$ cat src/rtl/split_cache_dispatch_pkg.sv
package split_cache_dispatch_pkg;

   typedef enum logic [1:0] {
      EV_LOAD  = 2'd0,
      EV_FETCH = 2'd1,
      EV_STORE = 2'd2,
      EV_EVICT = 2'd3
   } evt_e;

   localparam int EVT_W = 2;

   localparam int K_LOAD   = 0;
   localparam int K_FETCH  = 1;
   localparam int K_STORE  = 2;
   localparam int K_ATOMIC = 3;

endpackage

$ cat src/rtl/scd_kind_map.sv
module scd_kind_map
   import split_cache_dispatch_pkg::*;
#(
   parameter int KIND_W = 3
) (
   input  logic [KIND_W-1:0] kind,
   output evt_e              base_evt,
   output logic              is_fetch,
   output logic              legal
);

   always_comb begin
      base_evt = EV_LOAD;
      is_fetch = 1'b0;
      legal    = 1'b1;
      if (kind == KIND_W'(K_LOAD)) begin
         base_evt = EV_LOAD;
      end else if (kind == KIND_W'(K_FETCH)) begin
         base_evt = EV_FETCH;
         is_fetch = 1'b1;
      end else if (kind == KIND_W'(K_STORE) || kind == KIND_W'(K_ATOMIC)) begin
         base_evt = EV_STORE;
      end else begin
         legal = 1'b0;
      end
   end

endmodule

$ cat src/rtl/scd_route.sv
module scd_route
   import split_cache_dispatch_pkg::*;
#(
   parameter int ADDR_W = 32
) (
   input  logic              is_fetch,
   input  evt_e              base_evt,
   input  logic [ADDR_W-1:0] addr,
   input  logic              i_hit,
   input  logic              i_room,
   input  logic [ADDR_W-1:0] i_victim,
   input  logic              d_hit,
   input  logic              d_room,
   input  logic [ADDR_W-1:0] d_victim,
   output evt_e              evt,
   output logic [ADDR_W-1:0] evt_addr
);

   logic              own_hit;
   logic              own_room;
   logic              other_hit;
   logic [ADDR_W-1:0] own_victim;

   assign own_hit    = is_fetch ? i_hit    : d_hit;
   assign own_room   = is_fetch ? i_room   : d_room;
   assign own_victim = is_fetch ? i_victim : d_victim;
   assign other_hit  = is_fetch ? d_hit    : i_hit;

   always_comb begin
      if (other_hit) begin
         evt      = EV_EVICT;
         evt_addr = addr;
      end else if (own_hit || own_room) begin
         evt      = base_evt;
         evt_addr = addr;
      end else begin
         evt      = EV_EVICT;
         evt_addr = own_victim;
      end
   end

endmodule

$ cat src/rtl/scd_out_stage.sv
module scd_out_stage #(
   parameter int W       = 34,
   parameter bit OUT_REG = 1'b1
) (
   input  logic         clk,
   input  logic         rst_n,
   input  logic         in_valid,
   output logic         in_ready,
   input  logic [W-1:0] in_data,
   output logic         out_valid,
   input  logic         out_ready,
   output logic [W-1:0] out_data
);

   generate
      if (OUT_REG) begin : g_reg
         logic         vld_q;
         logic [W-1:0] dat_q;

         assign in_ready  = !vld_q || out_ready;
         assign out_valid = vld_q;
         assign out_data  = dat_q;

         always_ff @(posedge clk or negedge rst_n) begin
            if (!rst_n) begin
               vld_q <= 1'b0;
               dat_q <= '0;
            end else if (in_ready) begin
               vld_q <= in_valid;
               if (in_valid) dat_q <= in_data;
            end
         end
      end else begin : g_thru
         assign in_ready  = out_ready;
         assign out_valid = in_valid;
         assign out_data  = in_data;
      end
   endgenerate

endmodule

$ cat src/rtl/split_cache_dispatch.sv
module split_cache_dispatch
   import split_cache_dispatch_pkg::*;
#(
   parameter int ADDR_W  = 32,
   parameter int KIND_W  = 3,
   parameter bit OUT_REG = 1'b1
) (
   input  logic              clk,
   input  logic              rst_n,
   input  logic              req_valid,
   output logic              req_ready,
   input  logic [KIND_W-1:0] req_kind,
   input  logic [ADDR_W-1:0] req_addr,
   input  logic              icache_hit,
   input  logic              icache_room,
   input  logic [ADDR_W-1:0] icache_victim,
   input  logic              dcache_hit,
   input  logic              dcache_room,
   input  logic [ADDR_W-1:0] dcache_victim,
   output logic              evt_valid,
   input  logic              evt_ready,
   output logic [1:0]        evt_code,
   output logic [ADDR_W-1:0] evt_addr,
   output logic              kind_err,
   output logic              dual_hit
);

   localparam int PAY_W = EVT_W + ADDR_W;

   generate
      if (ADDR_W < 1) begin : g_bad_addr
         $error("split_cache_dispatch: ADDR_W must be at least 1");
      end
      if (KIND_W < 2) begin : g_bad_kind
         $error("split_cache_dispatch: KIND_W must hold the four legal kinds");
      end
   endgenerate

   evt_e              base_evt;
   evt_e              sel_evt;
   logic              is_fetch;
   logic              legal;
   logic [ADDR_W-1:0] sel_addr;
   logic [PAY_W-1:0]  out_pay;

   scd_kind_map #(.KIND_W(KIND_W)) u_map (
      .kind     (req_kind),
      .base_evt (base_evt),
      .is_fetch (is_fetch),
      .legal    (legal)
   );

   scd_route #(.ADDR_W(ADDR_W)) u_route (
      .is_fetch (is_fetch),
      .base_evt (base_evt),
      .addr     (req_addr),
      .i_hit    (icache_hit),
      .i_room   (icache_room),
      .i_victim (icache_victim),
      .d_hit    (dcache_hit),
      .d_room   (dcache_room),
      .d_victim (dcache_victim),
      .evt      (sel_evt),
      .evt_addr (sel_addr)
   );

   scd_out_stage #(.W(PAY_W), .OUT_REG(OUT_REG)) u_out (
      .clk       (clk),
      .rst_n     (rst_n),
      .in_valid  (req_valid && legal),
      .in_ready  (req_ready),
      .in_data   ({sel_evt, sel_addr}),
      .out_valid (evt_valid),
      .out_ready (evt_ready),
      .out_data  (out_pay)
   );

   assign evt_code = out_pay[PAY_W-1 -: EVT_W];
   assign evt_addr = out_pay[ADDR_W-1:0];
   assign kind_err = req_valid && !legal;
   assign dual_hit = req_valid && icache_hit && dcache_hit;

endmodule

$ cat config.mk
export PLATFORM = sky130hd
export DESIGN_NAME = split_cache_dispatch
export DESIGN_NICKNAME = d
export VERILOG_FILES = /design/src/rtl/split_cache_dispatch_pkg.sv /design/src/rtl/scd_kind_map.sv /design/src/rtl/scd_route.sv /design/src/rtl/scd_out_stage.sv /design/src/rtl/split_cache_dispatch.sv
export SDC_FILE = /design/constraint.sdc
export NUM_CORES = 1
export LEC_CHECK = 0
export ABC_AREA = 1
export BUFFER_PORTS_ARGS = -buffer_cell sky130_fd_sc_hd__buf_4
export CELL_PAD_IN_SITES_DETAIL_PLACEMENT = 1
export CELL_PAD_IN_SITES_GLOBAL_PLACEMENT = 1
export CORE_MARGIN = 5
export CORE_UTILIZATION = 26
export CTS_BUF_LIST = sky130_fd_sc_hd__clkbuf_8
export CTS_CLUSTER_SIZE = 10
export DETAILED_ROUTE_END_ITERATION = 10
export PLACE_DENSITY_LB_ADDON = 0.1
export SYNTH_ARGS = -nofsm -noshare
export SYNTH_HDL_FRONTEND = slang
export SYNTH_SLANG_ARGS = --single-unit
$ cat constraint.sdc
create_clock -name clk -period 1.3 [get_ports clk]
set_clock_uncertainty 0.05 [all_clocks]
set_input_delay 0.195 -clock clk [delete_from_list [all_inputs] [get_ports clk]]
set_output_delay 0.195 -clock clk [all_outputs]
set_load 0.1 [all_outputs]
==> results of run 1 <==
-- power breakdown --
group / total, uW / internal (uW) / switching, uW
registers: 1420 / 1280 / 143
clock network: 900 / 477 / 423
logic: 3040 / 893 / 2140
-- sequential cells by signal, indices dropped and copies added (netlist names) --
name,flops
u_out.out_data,34
u_out.out_valid,1
-- tightest hold or removal path: stages --
cell,delay [ps]
buf_4,80
inv_1,30
nand2_1,70
nand3_2,50
nand2_1,50
-- placed cells by master, fill, tap and decap left out --
master         instances
buf_4                155
nand2_1              136
inv_1                103
nand3_1               70
dfrtp_1               34
nand2_2               32
nand3_2               28
buf_12                13
clkbuf_8               7
buf_16                 6
buf_6                  6
inv_2                  3
nor2_1                 3
nor3_4                 2
nor2_2                 2
buf_8                  2
nor2_4                 1
clkinvlp_4             1
nand3b_1               1
inv_12                 1
nor3_1                 1
nand4_1                1
or2_4                  1
clkbuf_16              1
dlygate4sd3_1          1
dfrtp_4                1
-- layout make-up --
| class | count | area [sq um] | share of cell area |
|---|---|---|---|
| Tap cell | 133 | 166 | 0.0352 |
| Sequential cell | 35 | 880 | 0.186 |
| Multi-Input combinational cell | 278 | 1440 | 0.304 |
| Clock buffer | 7 | 96.3 | 0.0204 |
| Inverter | 107 | 418 | 0.0885 |
| Clock inverter | 1 | 3.75 | 0.000795 |
| Timing Repair Buffer | 184 | 1720 | 0.365 |
-- worst paths after layout --
check	endpoint	slack, ps	cells past startpoint	startpoint
hold reg to reg	u_out.out_data[16]$_DFFE_PN0P_	430	2	u_out.out_data[16]$_DFFE_PN0P_
min in group asynchronous	u_out.out_data[17]$_DFFE_PN0P_	370	2	rst_n
max in group asynchronous	u_out.out_valid$_DFFE_PN0P_	460	2	rst_n
setup / recovery	req_ready	-210	5	u_out.out_valid$_DFFE_PN0P_
setup reg to reg	u_out.out_data[8]$_DFFE_PN0P_	-180	9	u_out.out_valid$_DFFE_PN0P_
hold / removal	u_out.out_data[14]$_DFFE_PN0P_	160	5	req_addr[14]
-- timing repair --
action                                  in CTS  in global routing
resized for setup                           79                  5
endpoints found under the hold margin       35                  0
hold buffers                                 1                  0
cloned                                       6                  1
pin swaps                                   49                  0
endpoints found under the setup margin      35                 36
setup buffers                                8                  2
-- routing by layer --
| metal | share of wire | routed length (um) |
|---|---|---|
| met3 | 0.062 | 713 |
| met5 | 0 | 0 |
| met2 | 0.51 | 5890 |
| met1 | 0.42 | 4760 |
| met4 | 0.0072 | 82 |
-- through the flow --
stage | util | hold slack [ps]
6_report | 0.485 | 158
5_1_grt | 0.485 | 166
4_1_cts | 0.480 | 158
3_5_place_dp | 0.416 | 147
3_3_place_gp | 0.416 | 140
2_1_floorplan | - | -151
-- kinds of logic (layout without fill, tap and decap cells) --
group         count (synthesis)  after routing  synth area share
simple gates                278            278             0.463
flops                        35             35             0.338
buf+inv                     131            299             0.199
==> flow_summary.yaml, run 1 <==
outcome:
  status: "finished, violations left"
  violations: "setup timing"
job:
  maxCapViolCount: 0
synth:
  yosys_warnings: 0
  synth_top_area_share: 0.338
  synth_cell_types: 16
  ys.flop_type: "dfrtp_1"
  synth_async_sr_flop_share: 1.00
  synth_cells: 444
  synth_edf_count: 0
  yosys-top-cells-count: "165 x nand2_1, 104 x inv_1, 97 x nand3_1, 35 x dfrtp_1, 18 x buf_2"
  yosysTopAreaCell: "dfrtp_1"
  synth_area_leaders: "dfrtp_1 34%, nand2_1 24%, nand3_1 19%"
  ys_ff_latch: 35
  synth_area_sq_um: 2590
  synth_area_per_cell_sq_um: 5.83
  synth.most_common_cell: "nand2_1"
  synth_fp_nets: 551
  yosysSeqAreaShare: 0.338
worst_setup_path:
  slowest_delay_ps: 480
  cp.buffers_inverters: 4
  worstSetupPathType: "reg -> out"
  cp_max_fo: 2
  crit_required_ps: 1050
  crit_chain: "inv_2, nor2_4, buf_4, clkinvlp_4, buf_12"
  end_kind: "output pin"
  crit_family: "flip-flops"
  cp-start-kind: "flip-flop"
  cp_slowest_cell: "dfrtp_4"
  arrival_ps: 1270
sta:
  finalMaxSlewViolations: 0
  setup_viol: 35
  rsz0062_at_grt: "yes"
  fmax_ghz: 0.661
  fin_ws_ps: -212
  slew_headroom: 0.670
  tightest_slew_ps: 495
  hold_viol: 0
  tns_ps: -3670
  period_share: 1.16
  layout_min_cycle_time_ps: 1510
die:
  core_area_sq_um: 9730
  initial_utilization: 0.266
  die_h_um: 110
  rows: 36
  io_pins: 145
  chipWidth_um: 110
  die_area_sq_um: 12100
global_routing:
  grt.total_usage: 0.192
  globalRoute.busiestLayer: "met2"
  grt_use_met3: 0.0470
  grt_max_degree: 36
  grt_pass1_vias: 3600
  use_met1: 0.231
  grt_pass1_wl_um: 17900
  grtUsageMet2: 0.350
  globalRoute.totalOverflow: 0
  grt_antenna_before_repair: 0
final_layout:
  nets: 718
  final_area_sq_um: 4720
  final_cells: 745
  drive_above_1_share: 0.428
  diodes: 0
  num-fill-cells: 1294
  area_delta_synth_final_pct: 82.4
clocking:
  htreeDepth: 2
  cts_tree: "built"
  ctsRootBufferMaster: "clkbuf_8"
  clk_latency_ps: 290
  clk_pin_slew_ps: 80
  clk_path_buf_depth: 2
  cts_sinks: 35
  cts_buffers: 5
min_path:
  hold_path_class: "in -> reg"
placed_design:
  hpwl_um: 8080
  port_buffers: 144
  place_congestion: 0.751
  dp_cells: 721
  placed_area_sq_um: 4050
  pre_cts_slack_ps: -117
drt:
  drc_errors: 0
  antenna_left: 0
  firstDrtPassIters: 4
  num_vias: 3332
  routed_wl_um: 11400
  via_per_inst: 4.47
  drt_iter0_drc: 111
  wl_per_cell_um: 15.4
power_and_ir_drop:
  ir_drop_uv: 558
  p_leak_uw: 0.00282
  power_density_nw_per_um2: 1140
  p_total_uw: 5360
No activity file was read; power rests on OpenSTA's default activity.
==> inputs of run 2 (changes only) <==
--- a/config.mk
+++ b/config.mk
@@ -15,6 +15,7 @@
 export CTS_CLUSTER_SIZE = 10
 export DETAILED_ROUTE_END_ITERATION = 10
 export PLACE_DENSITY_LB_ADDON = 0.1
+export REMOVE_ABC_BUFFERS = 1
 export SYNTH_ARGS = -nofsm -noshare
 export SYNTH_HDL_FRONTEND = slang
 export SYNTH_SLANG_ARGS = --single-unit
==> flow_summary.yaml, run 2 (synthesis gave the netlist of run 1 again) <==
placed_design:
  dp_cells: 717
  placed_area_sq_um: 3980
  hpwl_um: 8010
  port_buffers: 144
  pre_cts_slack_ps: -233
  place_congestion: 0.811
worst_setup_path:
  crit_required_ps: 1050
  cp-start-kind: "flip-flop"
  cp_max_fo: 2
  end_kind: "output pin"
  cpMostUsedCell: "inv_2"
  crit_chain: "inv_2, nor2_4, inv_2, buf_12"
  arrival_ps: 1090
  worstRegToRegCells: 8
  cp_slowest_cell: "dfrtp_1"
  worstSetupPathType: "reg -> out"
  slowest_delay_ps: 370
clocking:
  clk_path_buf_depth: 2
  clk_latency_ps: 290
  htreeDepth: 2
  cts_sinks: 35
  cts_tree: "built"
  cts_buffers: 5
  ctsRootBufferMaster: "clkbuf_8"
  clk_pin_slew_ps: 70
drt:
  routed_wl_um: 10300
  met2WireLength_um: 5060
  route.met3.wl_um: 595
  drc_errors: 0
  wl_met1_um: 4540
  via_per_inst: 4.37
  top_layer: "met4"
  drt_iter0_drc: 89
  firstDrtPassIters: 4
  antenna_left: 0
  num_vias: 3187
  wl_per_cell_um: 14.1
final_layout:
  final_area_sq_um: 4160
  area_delta_synth_final_pct: 60.5
  nets: 702
  layout_common_cells: "162 x nand2_1, 153 x buf_4, 104 x inv_1"
  diodes: 0
  drive_above_1_share: 0.317
  final_common_cell: "nand2_1"
  fin_util: 0.427
  final_cells: 729
  largest_register_ffs: 34
sta:
  slew_headroom: 0.667
  period_share: 1.03
  tightest_slew_ps: 500
  setup_viol: 11
  fin_ws_ps: -34.6
  finalMaxSlewViolations: 0
  layout_min_cycle_time_ps: 1330
  rsz0062_at_grt: "yes"
  fmax_ghz: 0.749
  hold_viol: 0
  tns_ps: -125
min_path:
  hold_depth: 4
  hold_path_class: "in -> reg"
global_routing:
  grt_antenna_before_repair: 0
  grt.total_usage: 0.176
  globalRoute.totalOverflow: 0
  grt_pass1_wl_um: 16600
  grt_max_degree: 36
  grt_pass1_vias: 3473
power_and_ir_drop:
  ir_drop_uv: 469
  power_density_nw_per_um2: 1200
  p_leak_uw: 0.00263
die:
  die_area_sq_um: 12100
  rows: 36
  initial_utilization: 0.266
  core_area_sq_um: 9730
  io_pins: 145
  die_h_um: 110
  chipWidth_um: 110
outcome:
  violations: "setup timing"
  status: "finished, violations left"
job:
  maxCapViolCount: 0
## run 2: critical path, delay by kind of cell, from the launching register on
family	cells	cell delay [ps]
flops	1	370
buf+inv	3	290
simple gates	1	140
## run 2: final timing paths
kind                                                start                             end  slack, ps
min in group asynchronous                           rst_n  u_out.out_data[27]$_DFFE_PN0P_        360
max in group asynchronous                           rst_n   u_out.out_data[7]$_DFFE_PN0P_        490
setup / recovery              u_out.out_valid$_DFFE_PN0P_                       req_ready        -30
hold / removal                                  evt_ready     u_out.out_valid$_DFFE_PN0P_        140
hold reg to reg            u_out.out_data[28]$_DFFE_PN0P_  u_out.out_data[28]$_DFFE_PN0P_        430
setup reg to reg              u_out.out_valid$_DFFE_PN0P_  u_out.out_data[33]$_DFFE_PN0P_        -30
## run 2: report_power, final
| part | internal [uW] | switching (uW) | total, uW |
|---|---|---|---|
| registers | 1280 | 120 | 1400 |
| logic | 752 | 2050 | 2800 |
| clock network | 362 | 428 | 790 |
## run 2: layer usage
metal | up-vias | track usage
met5 | - | 0
met4 | 0 | 0.0321
met3 | 6 | 0.0346
met2 | 89 | 0.315
met1 | 1479 | 0.219
li1 | 1613 | -
## run 2: cell type report
class | instances | area, sq um
Clock buffer | 5 | 68.8
Fill cell | 1325 | 5570
Multi-Input combinational cell | 278 | 1220
Inverter | 107 | 402
Tap cell | 133 | 166
Sequential cell | 35 | 876
Timing Repair Buffer | 168 | 1410
Clock inverter | 3 | 12.5
## run 2: repair_timing
action,4_1_cts,5_1_grt
hold endpoints to repair,35,0
setup buffers,2,1
hold buffers,1,0
pin swaps,0,4
setup endpoints to repair,34,36
gates cloned,0,0
gates resized for setup,10,9
## run 2: per-stage QoR
step	hold slack (ps)	total power, uW
floorplan	-151	3280
detailed placement	150	4200
global placement	146	4170
CTS	145	5050
global route	145	5260
finish	143	4990
